### src/rtl/mode_strap_cfg.sv
module mode_strap_cfg #(
  parameter int AW = 5,
  parameter int DW = 16,
  parameter int MW = 3,
  parameter int ADVW = 4,
  parameter int CTRL_ADDR = 0,
  parameter int ADV_ADDR = 4,
  parameter int MODE_ADDR = 18
) (
  input  logic            clk,
  input  logic            hw_rst_n,
  input  logic [MW-1:0]   strap_mode,
  input  logic            strap_rmii,
  input  logic            reg_wr,
  input  logic [AW-1:0]   reg_addr,
  input  logic [DW-1:0]   reg_wdata,
  output logic [DW-1:0]   reg_rdata,
  output logic            speed_100,
  output logic            an_enable,
  output logic            full_duplex,
  output logic            pwr_down,
  output logic [ADVW-1:0] adv_abil,
  output logic            rmii_sel,
  output logic            crs_on_tx,
  output logic            repeater
);
  localparam int CW = 4;
  localparam int FW = CW + ADVW + 2;
  localparam logic [MW-1:0] M_SLEEP = MW'(6);

  // decoded word: {spd, an, pd, dup, adv, crs_tx, rep}
  function automatic logic [FW-1:0] decode(input logic [MW-1:0] m);
    case (m)
      MW'(0):  decode = {4'b0000, ADVW'(4'b0000), 1'b1, 1'b0};
      MW'(1):  decode = {4'b0001, ADVW'(4'b0000), 1'b0, 1'b0};
      MW'(2):  decode = {4'b1000, ADVW'(4'b0000), 1'b1, 1'b0};
      MW'(3):  decode = {4'b1001, ADVW'(4'b0000), 1'b0, 1'b0};
      MW'(4):  decode = {4'b1100, ADVW'(4'b0100), 1'b1, 1'b0};
      MW'(5):  decode = {4'b1100, ADVW'(4'b0100), 1'b0, 1'b1};
      MW'(6):  decode = {4'b0010, ADVW'(4'b0000), 1'b0, 1'b0};
      default: decode = {4'b1101, ADVW'(4'b1111), 1'b0, 1'b0};
    endcase
  endfunction

  logic [CW-1:0]   ctrl_q;
  logic [ADVW-1:0] adv_q;
  logic [MW-1:0]   mode_q;
  logic            crs_q, rep_q, lock_q, rmii_q, srst_q, done_q;
  logic [FW-1:0]   strap_cfg, soft_cfg;

  assign strap_cfg = decode(strap_mode);
  assign soft_cfg  = decode(mode_q);

  always_ff @(posedge clk) begin
    if (!hw_rst_n) begin
      {ctrl_q, adv_q, crs_q, rep_q} <= strap_cfg;
      mode_q <= strap_mode;
      lock_q <= (strap_mode == M_SLEEP);
      rmii_q <= strap_rmii;
      srst_q <= 1'b0;
      done_q <= 1'b0;
    end else if (srst_q) begin
      if (!done_q) begin
        {ctrl_q, adv_q, crs_q, rep_q} <= soft_cfg;
        lock_q <= (mode_q == M_SLEEP);
        done_q <= 1'b1;
      end else begin
        srst_q <= 1'b0;
        done_q <= 1'b0;
      end
    end else if (reg_wr) begin
      if (reg_addr == AW'(CTRL_ADDR)) begin
        if (reg_wdata[15]) srst_q <= 1'b1;
        else ctrl_q <= {reg_wdata[13], reg_wdata[12], reg_wdata[10], reg_wdata[8]};
      end else if (reg_addr == AW'(ADV_ADDR)) begin
        adv_q <= reg_wdata[5 +: ADVW];
      end else if (reg_addr == AW'(MODE_ADDR)) begin
        mode_q <= reg_wdata[5 +: MW];
      end
    end
  end

  assign speed_100   = ctrl_q[3];
  assign an_enable   = ctrl_q[2];
  assign pwr_down    = ctrl_q[1] | lock_q;
  assign full_duplex = ctrl_q[0];
  assign adv_abil    = adv_q;
  assign rmii_sel    = rmii_q;
  assign crs_on_tx   = crs_q;
  assign repeater    = rep_q;

  always_comb begin
    reg_rdata = '0;
    if (reg_addr == AW'(CTRL_ADDR)) begin
      reg_rdata[15] = srst_q;
      reg_rdata[13] = speed_100;
      reg_rdata[12] = an_enable;
      reg_rdata[10] = pwr_down;
      reg_rdata[8]  = full_duplex;
    end else if (reg_addr == AW'(ADV_ADDR)) begin
      reg_rdata[5 +: ADVW] = adv_q;
    end else if (reg_addr == AW'(MODE_ADDR)) begin
      reg_rdata[5 +: MW] = mode_q;
    end
  end

  p_rmii_hold_r4: assert property (@(posedge clk) disable iff (!hw_rst_n)
    $past(hw_rst_n) |-> $stable(rmii_sel));

  p_srst_selfclear_r7: assert property (@(posedge clk) disable iff (!hw_rst_n)
    srst_q && done_q |=> !srst_q);

  p_busy_ignores_wr_r7: assert property (@(posedge clk) disable iff (!hw_rst_n)
    srst_q && reg_wr |=> $stable(mode_q));

  p_lock_hold_r8: assert property (@(posedge clk) disable iff (!hw_rst_n)
    lock_q && !srst_q |=> pwr_down);

  p_sleep_entry_r8: assert property (@(posedge clk) disable iff (!hw_rst_n)
    srst_q && !done_q && mode_q == M_SLEEP |=> pwr_down);

  p_repeater_rx_only_r3: assert property (@(posedge clk) disable iff (!hw_rst_n)
    repeater |-> !crs_on_tx);
endmodule

### config.mk
export PLATFORM = sky130hd
export DESIGN_NAME = mode_strap_cfg
export DESIGN_NICKNAME = d
export VERILOG_FILES = /design/src/rtl/mode_strap_cfg.sv
export SDC_FILE = /design/constraint.sdc
export NUM_CORES = 1
export LEC_CHECK = 0
export ABC_AREA = 1
export ABC_CLOCK_PERIOD_IN_PS = 2500
export BUFFER_PORTS_ARGS = -buffer_cell sky130_fd_sc_hd__buf_2
export CORE_MARGIN = 2
export CORE_UTILIZATION = 48
export DETAILED_ROUTE_END_ITERATION = 16
export GPL_TIMING_DRIVEN = 0
export PLACE_DENSITY = 0.89
export SYNTH_ARGS = -nofsm -noshare
export SYNTH_HDL_FRONTEND = slang
export SYNTH_SLANG_ARGS = --single-unit
export TNS_END_PERCENT = 20
### constraint.sdc
create_clock -name clk -period 2.5 [get_ports clk]
set_clock_uncertainty 0.1 [all_clocks]
set_input_delay 0 -clock clk [delete_from_list [all_inputs] [get_ports clk]]
set_output_delay 0 -clock clk [all_outputs]
set_load 0.005 [all_outputs]
## Word level (Yosys, flattened, before mapping)

Cells that the tools add are included.

| operators by class | value |
|---|---|
| $add $sub $neg | 0 |
| $mul | 0 |
| divide/modulo/power cells | 0 |
| order comparisons | 0 |
| equal/unequal tests | 27 |
| shift operators | 0 |
| mux-type cells | 42 |
| bitwise operators | 1 |
| reductions and logical operators | 7 |

Operator list:

| operator | count |
|---|---|
| case mux 10 bit (7 select lines) | 2 |
| two-way mux 4 bit | 12 |
| two-way mux 3 bit | 9 |
| equality test 3 bit, second input constant | 6 |
| two-way mux 1 bit | 18 |
| equality test 3 x 2 -> 1 bit, second input constant | 4 |
| inequality test 3 x 1 -> 1 bit, second input constant | 3 |
| inequality test 2 bit, second input constant | 4 |
| AND reduction 4 bit | 2 |
| equality test 3 x 1 -> 1 bit, second input constant | 2 |
| zero test 3 bit | 2 |
| inequality test 2 x 1 -> 1 bit, second input constant | 3 |
| inequality test 3 bit, second input constant | 2 |
| equality test 5 x 3 -> 1 bit, second input constant | 1 |
| equality test 5 bit, second input constant | 1 |
| zero test 5 bit | 1 |
| AND reduction 5 bit | 1 |
| inequality test 3 x 2 -> 1 bit, second input constant | 1 |
| two-way mux 2 bit | 1 |
| AND reduction 2 bit | 1 |
| OR 1 bit | 1 |

| word-level totals | value |
|---|---|
| bits in registers | 17 |
| latch bits | 0 |
| memory bits (writable) | 0 |
| ROM bits | 0 |
| input port bits | 28 |
| output and inout bits | 27 |
| logic and storage cells | 86 |
| memories kept | 0 |

## Logic depth before layout (Yosys ltp)

Gate-level depths: netlist (run 1).

| logic depth | value |
|---|---|
| depth in word-level cells | 7 |
| gate-level depth with buffers | 5 |
| mapped depth without buffers | 5 |

## Worst setup path after synthesis (run 1)

OpenSTA, ideal clock, no wires.

| path | value |
|---|---|
| kind | register to register |
| start point | reg srst_q |
| end point | reg adv_q[0], in the netlist adv_abil[0], enable pin |
| library setup time | 0.339 ns |
| arrival time | 0.922 ns |
| required time | 2.061 ns |
| slack | 1.139 ns |
| stages on the path, launching flop included | 5 |
| buffers on the path | 0 |
| period minus slack after synthesis | 1.361 ns |
| path through | dfxtp_1 > nand2_1 > nand2_1 > a21oi_2 > a21oi_1 |

| between the ends | value |
|---|---|
| word-level cells in the longest chain between the ends | 2 |
| elaborated cells on any way between the ends | 5 |
| classes of those cells | 4 x eq/ne; 1 x reduce/logical |

Ends and longest elaborated chain:

| item | line | source |
|---|---|---|
| start: declaration | 48 | `logic crs_q, rep_q, lock_q, rmii_q, srst_q, done_q;` |
| start signal: assignment | 60 | `srst_q <= 1'b0;` |
| start signal: assignment | 68 | `srst_q <= 1'b0;` |
| start signal: assignment | 73 | `if (reg_wdata[15]) srst_q <= 1'b1;` |
| inequality test 3 x 1 -> 1 bit (no line) or inequality test 3 bit (tied branches) | n/a |  |
| AND reduction 4 bit (no line) (*) | n/a |  |
| end signal: assignment | 56 | `{ctrl_q, adv_q, crs_q, rep_q} <= strap_cfg;` |
| end signal: assignment | 64 | `{ctrl_q, adv_q, crs_q, rep_q} <= soft_cfg;` |
| end signal: assignment | 76 | `adv_q <= reg_wdata[5 +: ADVW];` |
| end: declaration | 46 | `logic [ADVW-1:0] adv_q;` |

Every way passes the cells marked *; elsewhere a longest branch is shown, timed or not.
A chain may end at the register's enable or synchronous reset.

## Worst setup path after layout (run 1)

| path | value |
|---|---|
| start point | in hw_rst_n |
| end point | reg adv_q[0], in the netlist adv_abil[0], enable pin |

| between the ends | value |
|---|---|
| word-level cells in the longest chain between the ends | 2 |
| elaborated cells on any way between the ends | 5 |
| classes of those cells | 4 x eq/ne; 1 x reduce/logical |

Ends and longest elaborated chain:

| item | line | source |
|---|---|---|
| start: declaration | 11 | `input logic hw_rst_n,` |
| inequality test 3 x 1 -> 1 bit (no line) or inequality test 3 bit (tied branches) | n/a |  |
| AND reduction 4 bit (no line) (*) | n/a |  |

Marked as above.

==> metrics.md, run 1 <==
| Metric | Value |
|---|---|
| Run status | `finished clean` |
| IO Port Bufs | `38` |
| Critical Path AT | `1430 ps` |
| Critical register-to-register path endpoint | `adv_abil[0]` |
| Largest net degree at the start of global routing | `11` |
| Area of the die | `0.00260 mm2` |
| Total number of vias | `1,081` |
| Total Routed Length | `roughly 2500 um` |
| Root Buffer | `clkbuf_4` |
| Fraction of final layout cells with drive strength greater than 1 | `0.311` |
| GRT Resource Usage Total | `0.200` |
| Placeable core area | `approximately 0.0021 mm2` |
| Clock insertion delay at the later pin of the skew report | `290 ps` |
| # setup viols final | `0` |
| Number of distinct standard cells referenced by the synthesized netlist | `21` |
| Setup repair after global routing missed its margin | `no` |
| Critical path type | `input port to register` |
| Cell with the largest stage delay on the worst path | `dlygate4sd3_1` |
| Pre-antenna DRT Iters | `4` |
| Final Non-Filler Cells | `221` |
| Ant. Diodes | `0` |
| Chip width | `51.0 um` |
| WL/cell | `11.2 um` |
| Type of origin of the critical path | `input port` |
| Total congestion overflow | `0` |
| WHS Path Cells | `5` |
| Via count of the first global-routing pass | `1,024` |
| Dpl cells | `204` |
| Clock tree from TritonCTS | `yes` |
| Synthesized area divided by synthesized cell count | `between 8 and 9 um2` |
| Post-route antenna net violation count | `0` |
| Maximum clock path buffer count | `2` |
| Worst voltage drop across the vdd grid | `0.222 mV` |
| Count of final max-slew check failures | `0` |
| Top-level I/O count | `55` |
| Maximum clock frequency | `0.637 GHz` |
| Worst hold path startpoint | `reg_wr` |
| Gate count of the mapped netlist | `131` |
| Iteration-0 DRC count of the detailed router | `19` |
| Synth top area share | `0.426` |
| Headroom to the max-slew limit | `0.645` |
| Cell count of the worst reg-to-reg path | `4` |
| Cell row count | `17` |
| Beginning of the worst register-to-register path | `srst_q` |
| H-tree depth | `1` |
| Post-placement cell area | `0.00131 mm2` |
| Layout overhead on the synthesized area | `38.5%` |
| Power density of the placed cells | `approximately 430 mW/mm2` |
| Hold Path Class | `input port to register` |
| Cell area after layout | `0.00147 mm2` |
| Count of final hold-check violations | `0` |
| Critical path, cell by cell | `dlygate4sd3_1, buf_2, buf_4, nand2_1, a21oi_2, a21oi_1` |
| P_leak | `0.000750 uW` |
| Max-capacitance violation count | `0` |
| Post-route DRC violation count | `0` |
| Largest stage delay on the critical path | `between 500 and 600 ps` |
| Gpl congestion | `slightly below 0.9` |
| Die height | `51.0 um` |
| Total of flip-flops plus latches after synthesis | `17` |
| DP Wirelength | `about 1900 um` |
| Slew at the pin closest to its max-slew limit | `between 500 and 600 ps` |
| Number of buffers created by CTS | `3` |
| Area of the mapped netlist | `0.00106 mm2` |
| Post-layout minimum cycle time | `1570 ps` |
| Drt via density | `4.89` |
| Dominant cells by area after synthesis | `edfxtp_1 (43%), nand2_1 (13%), inv_1 (7.1%), buf_4 (6.4%), o21ai_0 (4.3%)` |
| Worst-path clk slew | `100 ps` |
| Resized Gates After CTS | `0` |
| Critical path endpoint category | `register` |
| Initial antenna violation count | `0` |
| Sink count of the clock tree | `17` |
| Share of the clock period used by the worst path after layout | `0.628` |
| Number of nets in the layout | `223` |
| Post-CTS setup buffers | `0` |
| Worst reg2reg setup slack | `930 ps` |
| Sequential fraction of the synthesis area | `0.463` |
| Number of warnings issued by yosys | `0` |
| WP data required | `between 2000 and 2500 ps` |
| Wire length of the first global-routing pass | `about 3900 um` |
| Initial core utilization | `0.493` |
| Fin Setup TNS | `0 ps` |
| Worst Path Max Fanout | `10` |
| Min-Delay Endpoint | `srst_q` |
| Cell accounting for the most synthesized area | `edfxtp_1` |
[worst max-delay path, delay by kind of cell]
kind / cells / cell delay, ps
simple gates: 1 / 170
buf+inv: 3 / 830
compound gates: 2 / 420
[power by group]
part / internal, uW / leakage (uW) / switching (uW)
Combinational: 65.1 / 0.000570 / 71.2
Sequential: 337 / 0.000165 / 11.7
Clock: 62.1 / 0.0000150 / 83.8
[metal layers]
metal,global-route usage,share of wire
met1,0.198,0.38
met2,0.366,0.50
met3,0.0263,0.077
met4,0.162,0.040
met5,0,0
[timing repair]
action / in CTS / in global routing
hold buffers: 13 / 0
endpoints found under the hold margin: 15 / 0
endpoints found under the setup margin: 0 / 0
[cells in the mapped netlist]
| cell | number |
|---|---|
| nand3b_1 | 1 |
| a21oi_2 | 2 |
| nor2_1 | 10 |
| nand2_1 | 36 |
| nand3_1 | 8 |
| inv_2 | 2 |
| nand4_1 | 1 |
| conb_1 | 1 |
| a21oi_1 | 4 |
| a31oi_4 | 1 |
| nor2_4 | 2 |
| edfxtp_1 | 15 |
| ha_1 | 1 |
| buf_4 | 9 |
| o211ai_1 | 3 |
| nand2_2 | 2 |
| nor2_2 | 1 |
| inv_1 | 20 |
| o21ai_0 | 9 |
| dfxtp_1 | 2 |
| o31ai_1 | 1 |
[worst max path at each step]
stage	startpoint	endpoint	slack [ps]
after floorplan	srst_q	adv_abil[0]	1140
after global placement	srst_q	mode_q[1]	1000
after detailed placement	srst_q	adv_abil[0]	930
after CTS	hw_rst_n	adv_abil[0]	920
after global routing	hw_rst_n	adv_abil[1]	820
final	hw_rst_n	adv_abil[0]	930
[metrics by stage]
step	hold WS (ps)	total power [uW]	util	setup WS [ps]
floorplan	-1.13	425	-	1140
global placement	75.9	466	0.610	1000
detailed placement	81.5	472	0.610	932
CTS	18.3	632	0.683	916
global route	59.5	661	0.683	816
finish	26.6	631	0.683	930
[kinds of logic after synthesis]
family	after synthesis	share of synthesized area
AO/OA/AOI/OAI	20	0.126
other	1	0.00354
adder cells (fa/ha/maj)	1	0.0118
buffers and inverters	31	0.142
flip-flops	17	0.463
AND/OR/NAND/NOR	61	0.253
[flip-flops by register name, indices dropped and copies added (netlist names)]
register	cells
adv_abil	4
ctrl_q	4
mode_q	3
crs_on_tx	1
done_q	1
lock_q	1
repeater	1
rmii_sel	1
srst_q	1
[final cells by class]
class,instances,area (um2)
Buffer,9,67.6
Sequential cell,17,490
Tap cell,28,35.0
Fill cell,169,682
Inverter,22,82.6
Multi-Input combinational cell,90,444
Clock buffer,4,26.3
Timing Repair Buffer,51,320
[cell usage in the layout (no fill, tap or decap), drive strengths merged]
cell type | synthesis | layout
edfxtp | 15 | 15
buf | 9 | 47
nand3 | 8 | 8
a31oi | 1 | 1
nor2 | 13 | 13
o31ai | 1 | 1
o211ai | 3 | 3
ha | 1 | 1
dfxtp | 2 | 2
o21ai | 9 | 9
a21oi | 6 | 6
nand3b | 1 | 1
conb | 1 | 8
inv | 22 | 22
nand4 | 1 | 1
dlygate4sd3 | 0 | 13
nand2 | 38 | 38
clkbuf | 0 | 4
Power figures use the tool's default switching activity.
==> run 2, diff against run 1 <==
--- a/config.mk
+++ b/config.mk
@@ -6,13 +6,13 @@
 export NUM_CORES = 1
 export LEC_CHECK = 0
 export ABC_AREA = 1
-export ABC_CLOCK_PERIOD_IN_PS = 2500
+export ABC_CLOCK_PERIOD_IN_PS = 1500
 export BUFFER_PORTS_ARGS = -buffer_cell sky130_fd_sc_hd__buf_2
 export CORE_MARGIN = 2
-export CORE_UTILIZATION = 48
+export CORE_UTILIZATION = 44
 export DETAILED_ROUTE_END_ITERATION = 16
 export GPL_TIMING_DRIVEN = 0
-export PLACE_DENSITY = 0.89
+export PLACE_DENSITY = 0.83
 export SYNTH_ARGS = -nofsm -noshare
 export SYNTH_HDL_FRONTEND = slang
 export SYNTH_SLANG_ARGS = --single-unit
==> constraint.sdc (replaced) <==
create_clock -name clk -period 1.5 [get_ports clk]
set_clock_uncertainty 0.1 [all_clocks]
set_input_delay 0 -clock clk [delete_from_list [all_inputs] [get_ports clk]]
set_output_delay 0 -clock clk [all_outputs]
set_load 0.005 [all_outputs]
==> run 2 against run 1 <==
The flow now finishes with violations (negative hold slack). Cell count is the same. Global-route usage grew 0.62 points. Routed wire length grew 5.1%. Via count is essentially flat. Sequential share of layout area shrank 0.23 points. Critical endpoint is now mode_q[1]. Highest routed layer unchanged.
==> metrics.md, run 2 (same netlist as run 1, synthesis figures left out) <==
| Metric | Value |
|---|---|
| Area of the die | `0.00281 mm2 (+8.4%)` |
| Layout overhead on the synthesized area | `39.8%` |
| Top-level I/O count | `55 (unchanged)` |
| Placeable core area | `0.00223 mm2 (+4.0%)` |
| Most frequent cells in the layout | `buf_2 (38), nand2_1 (36), inv_1 (20)` |
| Critical path endpoint category | `register` |
| Cell count of the worst reg-to-reg path | `3 (-1)` |
| Maximum clock path buffer count | `2 (unchanged)` |
| Post-placement cell area | `0.00131 mm2 (unchanged)` |
| Clock tree from TritonCTS | `yes` |
| Fin Setup TNS | `0 ps (unchanged)` |
| Largest stage delay on the critical path | `380 ps (-140 ps)` |
| Worst reg2reg setup slack | `110 ps (-820 ps)` |
| Critical path type | `register to register` |
| Share of the clock period used by the worst path after layout | `0.927` |
| Worst hold path startpoint | `hw_rst_n` |
| Total Routed Length | `2600 um (+5.1%)` |
| Maximum clock frequency | `0.719 GHz` |
| Min-Delay Endpoint | `rmii_sel` |
| Post-CTS setup buffers | `0 (unchanged)` |
| Die height | `53.1 um (+4.1%)` |
| Setup repair after global routing missed its margin | `no` |
| Initial antenna violation count | `0 (unchanged)` |
| Beginning of the worst register-to-register path | `srst_q` |
| Power density of the placed cells | `715 mW/mm2 (+66%)` |
| H-tree depth | `1 (unchanged)` |
| Ant. Diodes | `0 (unchanged)` |
| Drt via density | `4.90 (about the same)` |
| GRT Resource Usage Total | `0.206 (+0.00624)` |
| Type of origin of the critical path | `register` |
| Initial core utilization | `0.474 (-0.0188)` |
| DP Wirelength | `1870 um (+0.85%)` |
| Cell area after layout | `0.00148 mm2 (+0.94%)` |
| Hold Path Class | `input port to register` |
| Critical Path AT | `1260 ps (-170 ps)` |
| Cell with the largest stage delay on the worst path | `o31ai_2` |
| Most common cell after layout, fill and taps aside | `buf_2` |
| Sequential cell fraction of total power | `0.550 (-0.003)` |
| Comb pwr share | `0.217 (about the same)` |
| Iteration-0 DRC count of the detailed router | `25 (+6)` |
| Root Buffer | `clkbuf_4` |
| Clock insertion delay at the later pin of the skew report | `290 ps (about the same)` |
| Via count of the first global-routing pass | `1,033 (+0.88%)` |
| # setup viols final | `0 (unchanged)` |
| Critical path, cell by cell | `inv_1, nand2_1, o31ai_2` |
| Failing checks | `negative hold slack` |
| Post-route DRC violation count | `0 (unchanged)` |
| Switching component of the power | `286 uW (+71%)` |
| WL/cell | `11.8 um (+5.1%)` |
| Internal portion of total power | `773 uW (+67%)` |
| Run status | `complete, but fails checks` |
| Number of buffers created by CTS | `3 (unchanged)` |
| Switching share of power | `0.270 (+0.00569)` |
| Max-capacitance violation count | `0 (unchanged)` |
| WHS Path Cells | `2 (-3)` |
| Post-layout minimum cycle time | `1390 ps` |
| Count of final hold-check violations | `2 (+2)` |
| Number of nets in the layout | `223 (unchanged)` |
| Post-route antenna net violation count | `0 (unchanged)` |
| IO Port Bufs | `38 (unchanged)` |
| Critical register-to-register path endpoint | `mode_q[1]` |
| Sink count of the clock tree | `17 (unchanged)` |
| Number of fillers in the final layout | `181 (+7.1%)` |
| Total number of vias | `1,082 (+0.093%)` |
| WP data required | `1370 ps (-990 ps)` |
| Final hold slack | `-15.1 ps (-41.7 ps)` |
| Pre-antenna DRT Iters | `4 (unchanged)` |
| Fraction of final layout cells with drive strength greater than 1 | `0.332 (+0.0207)` |
| Clock share of power | `0.233 (+0.002)` |
| Total congestion overflow | `0 (unchanged)` |
| Wire length of the first global-routing pass | `4110 um (+5.5%)` |
| Largest net degree at the start of global routing | `11 (unchanged)` |
| Worst-path clk slew | `90 ps (about the same)` |
| Count of final max-slew check failures | `0 (unchanged)` |
| Cell row count | `17 (unchanged)` |
| Gpl congestion | `0.912 (+3.3%)` |
| Chip width | `53.1 um (+4.1%)` |
| P_leak | `0.000749 uW (-0.11%)` |
| Worst Path Max Fanout | `4 (-6)` |
| Worst voltage drop across the vdd grid | `0.478 mV (+110%)` |
==> run 2: per-stage QoR <==
stage	total power (uW)	instances	worst slack [ps]	utilization	hold slack, ps
3_5_place_dp	787	204	-36.2	0.587	78.8
4_1_cts	1060	221	45.4	0.662	5.01
5_1_grt	1110	221	17.3	0.663	16.1
3_3_place_gp	778	204	-5.68	0.587	76.0
2_1_floorplan	708	138	139	-	-1.13
6_report	1060	221	109	0.663	-15.1
==> run 2: power groups by stage <==
stage	clock network [uW]	registers (uW)	logic, uW
detailed placement	0	592	196
global placement	0	589	189
CTS	248	581	226
finish	247	582	230
global route	265	586	261
floorplan	0	592	116
==> run 2: how the worst max path moves through the flow <==
stage	from	end	slack [ps]	cells past startpoint
5_1_grt	srst_q	mode_q[1]	20	3
4_1_cts	hw_rst_n	mode_q[2]	50	6
3_5_place_dp	srst_q	adv_abil[1]	-40	4
2_1_floorplan	srst_q	adv_abil[0]	140	4
6_report	srst_q	mode_q[1]	110	3
3_3_place_gp	srst_q	mode_q[2]	-6	3
==> run 2: worst max-delay path, delay by kind of cell, from the launching register on <==
kind / cells / cell delay (ps)
AOI/OAI and AO/OA: 1 / 380
DFF: 1 / 360
buffers and inverters: 1 / 120
and+or+nand+nor: 1 / 110
==> run 2: metal layers <==
layer  vias up  part of all wire  track usage
met5         -                 0            0
met4         0             0.037        0.154
met3        10             0.068       0.0169
met2        57              0.52        0.396
met1       482              0.38        0.200
li1        533                 -            -
==> run 2: area by class of cell <==
type	count	area (um2)	area share
Sequential cell	17	492	0.332
Multi-Input combinational cell	90	457	0.309
Timing Repair Buffer	51	320	0.216
Inverter	22	82.6	0.0558
Buffer	9	67.6	0.0456
Tap cell	28	35.0	0.0237
Clock buffer	4	26.3	0.0178
==> run 2: timing repair <==
action	in CTS	in global routing
hold endpoints to repair	14	1
resized for setup	3	1
endpoints found under the setup margin	11	13
hold buffers	13	1
